## src/rtl/gft_pkg.sv

```systemverilog
package gft_pkg;

  localparam int STATE_W = 2;

  typedef struct packed {
    logic z;
    logic q;
  } gft_state_t;

  localparam gft_state_t RESET_STATE = '{z: 1'b0, q: 1'b0};

  // Two-level next-state equations of the transition map.
  function automatic gft_state_t gft_next(input logic a, input logic b,
                                          input gft_state_t s);
    gft_state_t n;
    n.z = (a & (s.z | s.q)) | (~a & s.z & (~b | ~s.q));
    n.q = (~a & b & (~s.z | s.q)) | (a & b & (s.z | s.q)) | (a & ~b & s.q);
    return n;
  endfunction

  // A state is stable when it is its own successor.
  function automatic logic gft_is_stable(input gft_state_t cur,
                                         input gft_state_t nxt);
    return (cur == nxt);
  endfunction

endpackage

```

## src/rtl/gft_next_logic.sv

```systemverilog
module gft_next_logic
  import gft_pkg::*;
(
  input  logic       a_i,
  input  logic       b_i,
  input  gft_state_t cur_i,
  output gft_state_t nxt_o,
  output logic       stable_o
);

  always_comb begin
    nxt_o    = gft_next(a_i, b_i, cur_i);
    stable_o = gft_is_stable(cur_i, nxt_o);
  end

endmodule

```

## src/rtl/gft_state_reg.sv

```systemverilog
module gft_state_reg
  import gft_pkg::*;
#(
  parameter gft_state_t INIT = RESET_STATE
) (
  input  logic       clk,
  input  logic       rst_n,
  input  gft_state_t nxt_i,
  output gft_state_t cur_o
);

  always_ff @(posedge clk or negedge rst_n) begin
    if (!rst_n) cur_o <= INIT;
    else        cur_o <= nxt_i;
  end

endmodule

```

## src/rtl/gated_follow_tracker.sv

```systemverilog
module gated_follow_tracker
  import gft_pkg::*;
(
  input  logic clk,
  input  logic rst_n,
  input  logic a_in,
  input  logic b_in,
  output logic z_out,
  output logic q_out,
  output logic stable_out
);

  gft_state_t cur_s;
  gft_state_t nxt_s;
  logic       stable_w;

  // Named internal events, visible to the checker.
  logic [STATE_W-1:0] step_diff_w;
  logic               z_will_rise_w;
  logic               z_will_fall_w;

  gft_next_logic u_next (
    .a_i      (a_in),
    .b_i      (b_in),
    .cur_i    (cur_s),
    .nxt_o    (nxt_s),
    .stable_o (stable_w)
  );

  gft_state_reg #(.INIT(RESET_STATE)) u_reg (
    .clk   (clk),
    .rst_n (rst_n),
    .nxt_i (nxt_s),
    .cur_o (cur_s)
  );

  assign step_diff_w   = cur_s ^ nxt_s;
  assign z_will_rise_w = ~cur_s.z & nxt_s.z;
  assign z_will_fall_w = cur_s.z & ~nxt_s.z;

  assign z_out      = cur_s.z;
  assign q_out      = cur_s.q;
  assign stable_out = stable_w;

endmodule

```

## config.mk

```make
export PLATFORM = sky130hd
export DESIGN_NAME = gated_follow_tracker
export DESIGN_NICKNAME = d
export VERILOG_FILES = /design/src/rtl/gft_pkg.sv /design/src/rtl/gft_next_logic.sv /design/src/rtl/gft_state_reg.sv /design/src/rtl/gated_follow_tracker.sv
export SDC_FILE = /design/constraint.sdc
export NUM_CORES = 1
export LEC_CHECK = 0
export BUFFER_PORTS_ARGS = -buffer_cell sky130_fd_sc_hd__buf_2
export CAP_MARGIN = 10
export CELL_PAD_IN_SITES_DETAIL_PLACEMENT = 1
export CELL_PAD_IN_SITES_GLOBAL_PLACEMENT = 1
export CORE_AREA = 2 2 39 41
export CTS_CLUSTER_SIZE = 25
export DETAILED_ROUTE_END_ITERATION = 10
export DIE_AREA = 0 0 41 43
export PLACE_DENSITY = 0.41
export SYNTH_ARGS = -nofsm -noshare
export SYNTH_HDL_FRONTEND = slang
export SYNTH_SLANG_ARGS = --single-unit
```

## constraint.sdc

```tcl
create_clock -name clk -period 1 [get_ports clk]
set_clock_uncertainty 0.1 [all_clocks]
set_input_delay 0.1 -clock clk [delete_from_list [all_inputs] [get_ports clk]]
set_output_delay 0.1 -clock clk [all_outputs]
set_load 0.05 [all_outputs]
```

==> run_results.csv <==
group,metric,value,unit
grt,grt_antenna_before_repair,0,
synth,postSynth.asyncResetShare,1.00,
cells_and_area,layout_overhead_on_the_synthesized_area,153,%
synth,fraction_of_post_synthesis_cell_area_in_the_top_cell_type_by_area,0.400,
critical_path,worst-endpoint-arrival,1.30,ns
run_status,failing_checks,"negative setup slack",
critical_path,max_stage_delay,0.40,ns
synth,synthesis.nets,17,
synth,synthXorXnorAreaFrac,0.140,
clocking,clock_tree.htree_level_count,1,
critical_path,worst_path_cell_chain,"nand2_2, mux2_4, o221ai_4, buf_6",
cells_and_area,fraction_of_layout_cells_with_a_size_suffix_above_1,0.800,
clocking,clk_pin_slew,0.03,ns
clocking,cts.root.buffer_cell,"sky130_fd_sc_hd__clkbuf_4",
die,area_of_the_core,1380,µm²
synth,post_synth_and_or_nand_nor_area_fraction,0.140,
sta,layout_worst_path_cycle_share,1.50,
synth,yosys-mux-area-fraction,0.0900,
cells_and_area,registers.top_by_ff_count,"u_reg.cur_o",
die,design.portCount,7,
die,die_width,41,µm
cells_and_area,finalNonFillerCells,46,
sta,slew_headroom,0.887,
grt,grt_first_pass_wirelength,627,µm
critical_path,timing_worst_setup_path_type,"register to output pin",
sta,final_critical_path_setup_slack,-0.497,ns
synth,synthesis.area,125,µm²
cells_and_area,final.fill_count,160,
sta,setup_repair_after_global_routing_missed_its_margin,"yes",
detailed_routing,ant_nets,0,
detailed_routing,route.vias.total,162,
sta,tightestPinTransition,0.169,ns
placed_design,pre_cts_ws,-0.347,ns
sta,fin_worst_hold_slack,0.0886,ns
synth,synth_largest_area_cell,"sky130_fd_sc_hd__dfrtp_1",
clocking,worst_skew_pair.late_latency,0.23,ns
detailed_routing,via_per_inst,3.52,
critical_path,setup.worst_path.end_class,"output pin",
clocking,cts_tree,"built",
sta,max_slew_vio_count,0,
grt,largest_net_degree_at_the_start_of_global_routing,6,
synth,largest_family_of_logic_cells_by_synthesized_area,"compound AO/OA/AOI/OAI gates",
detailed_routing,drc_violations_left,0,
critical_path,worst-path-max-fanout,4,
clocking,clockBufferDepth,2,
power_and_ir_drop,total_power,1.21,mW
placed_design,numPortBuffers,6,
placed_design,gp_congestion,0.522,
clocking,clock_sink_count,2,
synth,sequential_share_of_the_synthesized_area,0.400,
synth,ys.warnings.count,0,
synth,avgSynthCellArea,9.62,µm²
sta,number_of_endpoints_failing_setup_at_the_final_stage,5,
synth,synth_commonest_cells,"2 x sky130_fd_sc_hd__dfrtp_1, 2 x sky130_fd_sc_hd__nor2_1, 2 x sky130_fd_sc_hd__xnor2_1",
sta,fmax,668,MHz
critical_path,worstSetupStartpointType,"register",
die,floorplan.rows,14,
cells_and_area,antennaDiodeCount,0,
placed_design,dpl.cell_count,38,
synth,synth_compound_area_frac,0.190,
cells_and_area,reg_top3,"u_reg.cur_o x2",
power_and_ir_drop,leakagePower,0.142,nW
detailed_routing,dr.pass1.iters,1,
synth,synth.ff_latch_count,2,
power_and_ir_drop,max-vdd-ir-drop,1.28,mV
grt,grt_use_total,0.0581,
run,cap_violations,0,
synth,syn-instance-count,13,
critical_path,critical_path_required,0.80,ns
critical_path,crit_path_top_delay_cell,"sky130_fd_sc_hd__dfrtp_2",
clocking,cts-buffers-inserted,3,
sta,fin_crit,1.50,ns
cells_and_area,layout_nets,36,
cells_and_area,layout.core_utilization,0.229,
run_status,status,"finished with violations",
detailed_routing,finalWirelength,463,µm
synth,synth-adder-area-share,0,
synth,synth_enable_flop_cells,0,
die,dieHeight,43,µm
detailed_routing,avgRoutedWirePerCell,10.1,µm
die,initial_utilization,0.0904,
power_and_ir_drop,power_per_cell_area,3810,nW/µm²
synth,yosys.cell_types.count,10,
die,fp.dieArea,1760,µm²
grt,first_global_vias,167,
synth,synthTopCellsByArea,"sky130_fd_sc_hd__dfrtp_1 40%, sky130_fd_sc_hd__xnor2_1 14%, sky130_fd_sc_hd__mux2_2 9.0%",
synth,ys_dominant_reg_cell,"sky130_fd_sc_hd__dfrtp_1",
cells_and_area,largest_register_ffs,2,
grt,grt_overflow_total,0,
sta,report.final.hold_viol_count,0,
detailed_routing,detailedRoute.firstIterationViolations,0,
worst_hold_path,worst_hold_path_type,"primary input to asynchronous set/reset pin",
-- critical path, delay by kind of cell (launching register included) --
| kind | cells | cell delay (ns) |
|---|---|---|
| AO/OA/AOI/OAI | 1 | 0.14 |
| buffers and inverters | 1 | 0.18 |
| flip-flops | 1 | 0.40 |
| multiplexers | 1 | 0.28 |
| AND/OR/NAND/NOR | 1 | 0.06 |
-- cell usage in the layout, fill, tap and decap left out --
cell type and count:
sky130_fd_sc_hd__nand2_1 1, sky130_fd_sc_hd__mux2_4 1, sky130_fd_sc_hd__buf_4 7, sky130_fd_sc_hd__a21oi_2 1
sky130_fd_sc_hd__nand2_2 1, sky130_fd_sc_hd__buf_2 3, sky130_fd_sc_hd__xnor2_1 2, sky130_fd_sc_hd__dfrtp_2 2
sky130_fd_sc_hd__clkbuf_4 3, sky130_fd_sc_hd__buf_6 3, sky130_fd_sc_hd__o221ai_4 1, sky130_fd_sc_hd__a22o_2 1
sky130_fd_sc_hd__buf_8 1, sky130_fd_sc_hd__dlygate4sd3_1 1, sky130_fd_sc_hd__nor2_1 2
-- layout make-up --
type	count	area (µm²)	area share
clock buffers	3	22.5	0.0711
multi-input cells	10	95.1	0.300
repair buffers	15	126	0.399
flip-flops and latches	2	52.6	0.166
well taps	16	20.0	0.0632
-- final timing paths --
| kind | from | end | slack [ns] | depth (start not counted) |
|---|---|---|---|---|
| worst max register to register | u_reg.cur_o[0] | u_reg.cur_o[1] | -0.28 | 4 |
| worst min-delay path | rst_n | u_reg.cur_o[0] | 0.09 | 2 |
| worst min register to register | u_reg.cur_o[1] | u_reg.cur_o[1] | 0.61 | 2 |
| min in group clk | b_in | u_reg.cur_o[0] | 0.18 | 4 |
| worst max-delay path | u_reg.cur_o[0] | stable_out | -0.50 | 4 |
| max in group asynchronous | rst_n | u_reg.cur_o[1] | 0.60 | 2 |
-- power by group --
| part | switching (mW) | internal (mW) |
|---|---|---|
| registers | 0.0581 | 0.127 |
| clock network | 0.0511 | 0.133 |
| logic | 0.429 | 0.408 |
-- repair_timing --
| item | 4_1_cts | 5_1_grt |
|---|---|---|
| buffers inserted | 1 | 3 |
| endpoints found under the setup margin | 4 | 5 |
| resized for setup | 6 | 3 |
| hold buffers | 1 | 0 |
| endpoints found under the hold margin | 2 | 0 |
| gates cloned | 0 | 0 |
-- through the flow --
step / instance area (µm²) / TNS, ns
detailed placement: 224 / -0.394
finish: 317 / -1.52
floorplan: 158 / -0.830
global route: 317 / -1.68
CTS: 283 / -0.962
global placement: 224 / -0.349
-- kinds of logic after synthesis --
| logic type | count (synthesis) |
|---|---|
| AO/OA/AOI/OAI | 3 |
| flip-flops | 2 |
| AND/OR/NAND/NOR | 4 |
| XOR/XNOR | 2 |
| multiplexers | 1 |
| buffers and inverters | 1 |
-- layer usage --
| metal | wire length, µm | up-vias | GRT usage |
|---|---|---|---|
| li1 | - | 80 | - |
| met1 | 196 | 75 | 0.0669 |
| met2 | 226 | 7 | 0.0688 |
| met3 | 40 | 0 | 0.0157 |
| met4 | 0 | 0 | 0.0800 |
| met5 | 0 | - | 0 |
(Power assumes the default switching activity.)
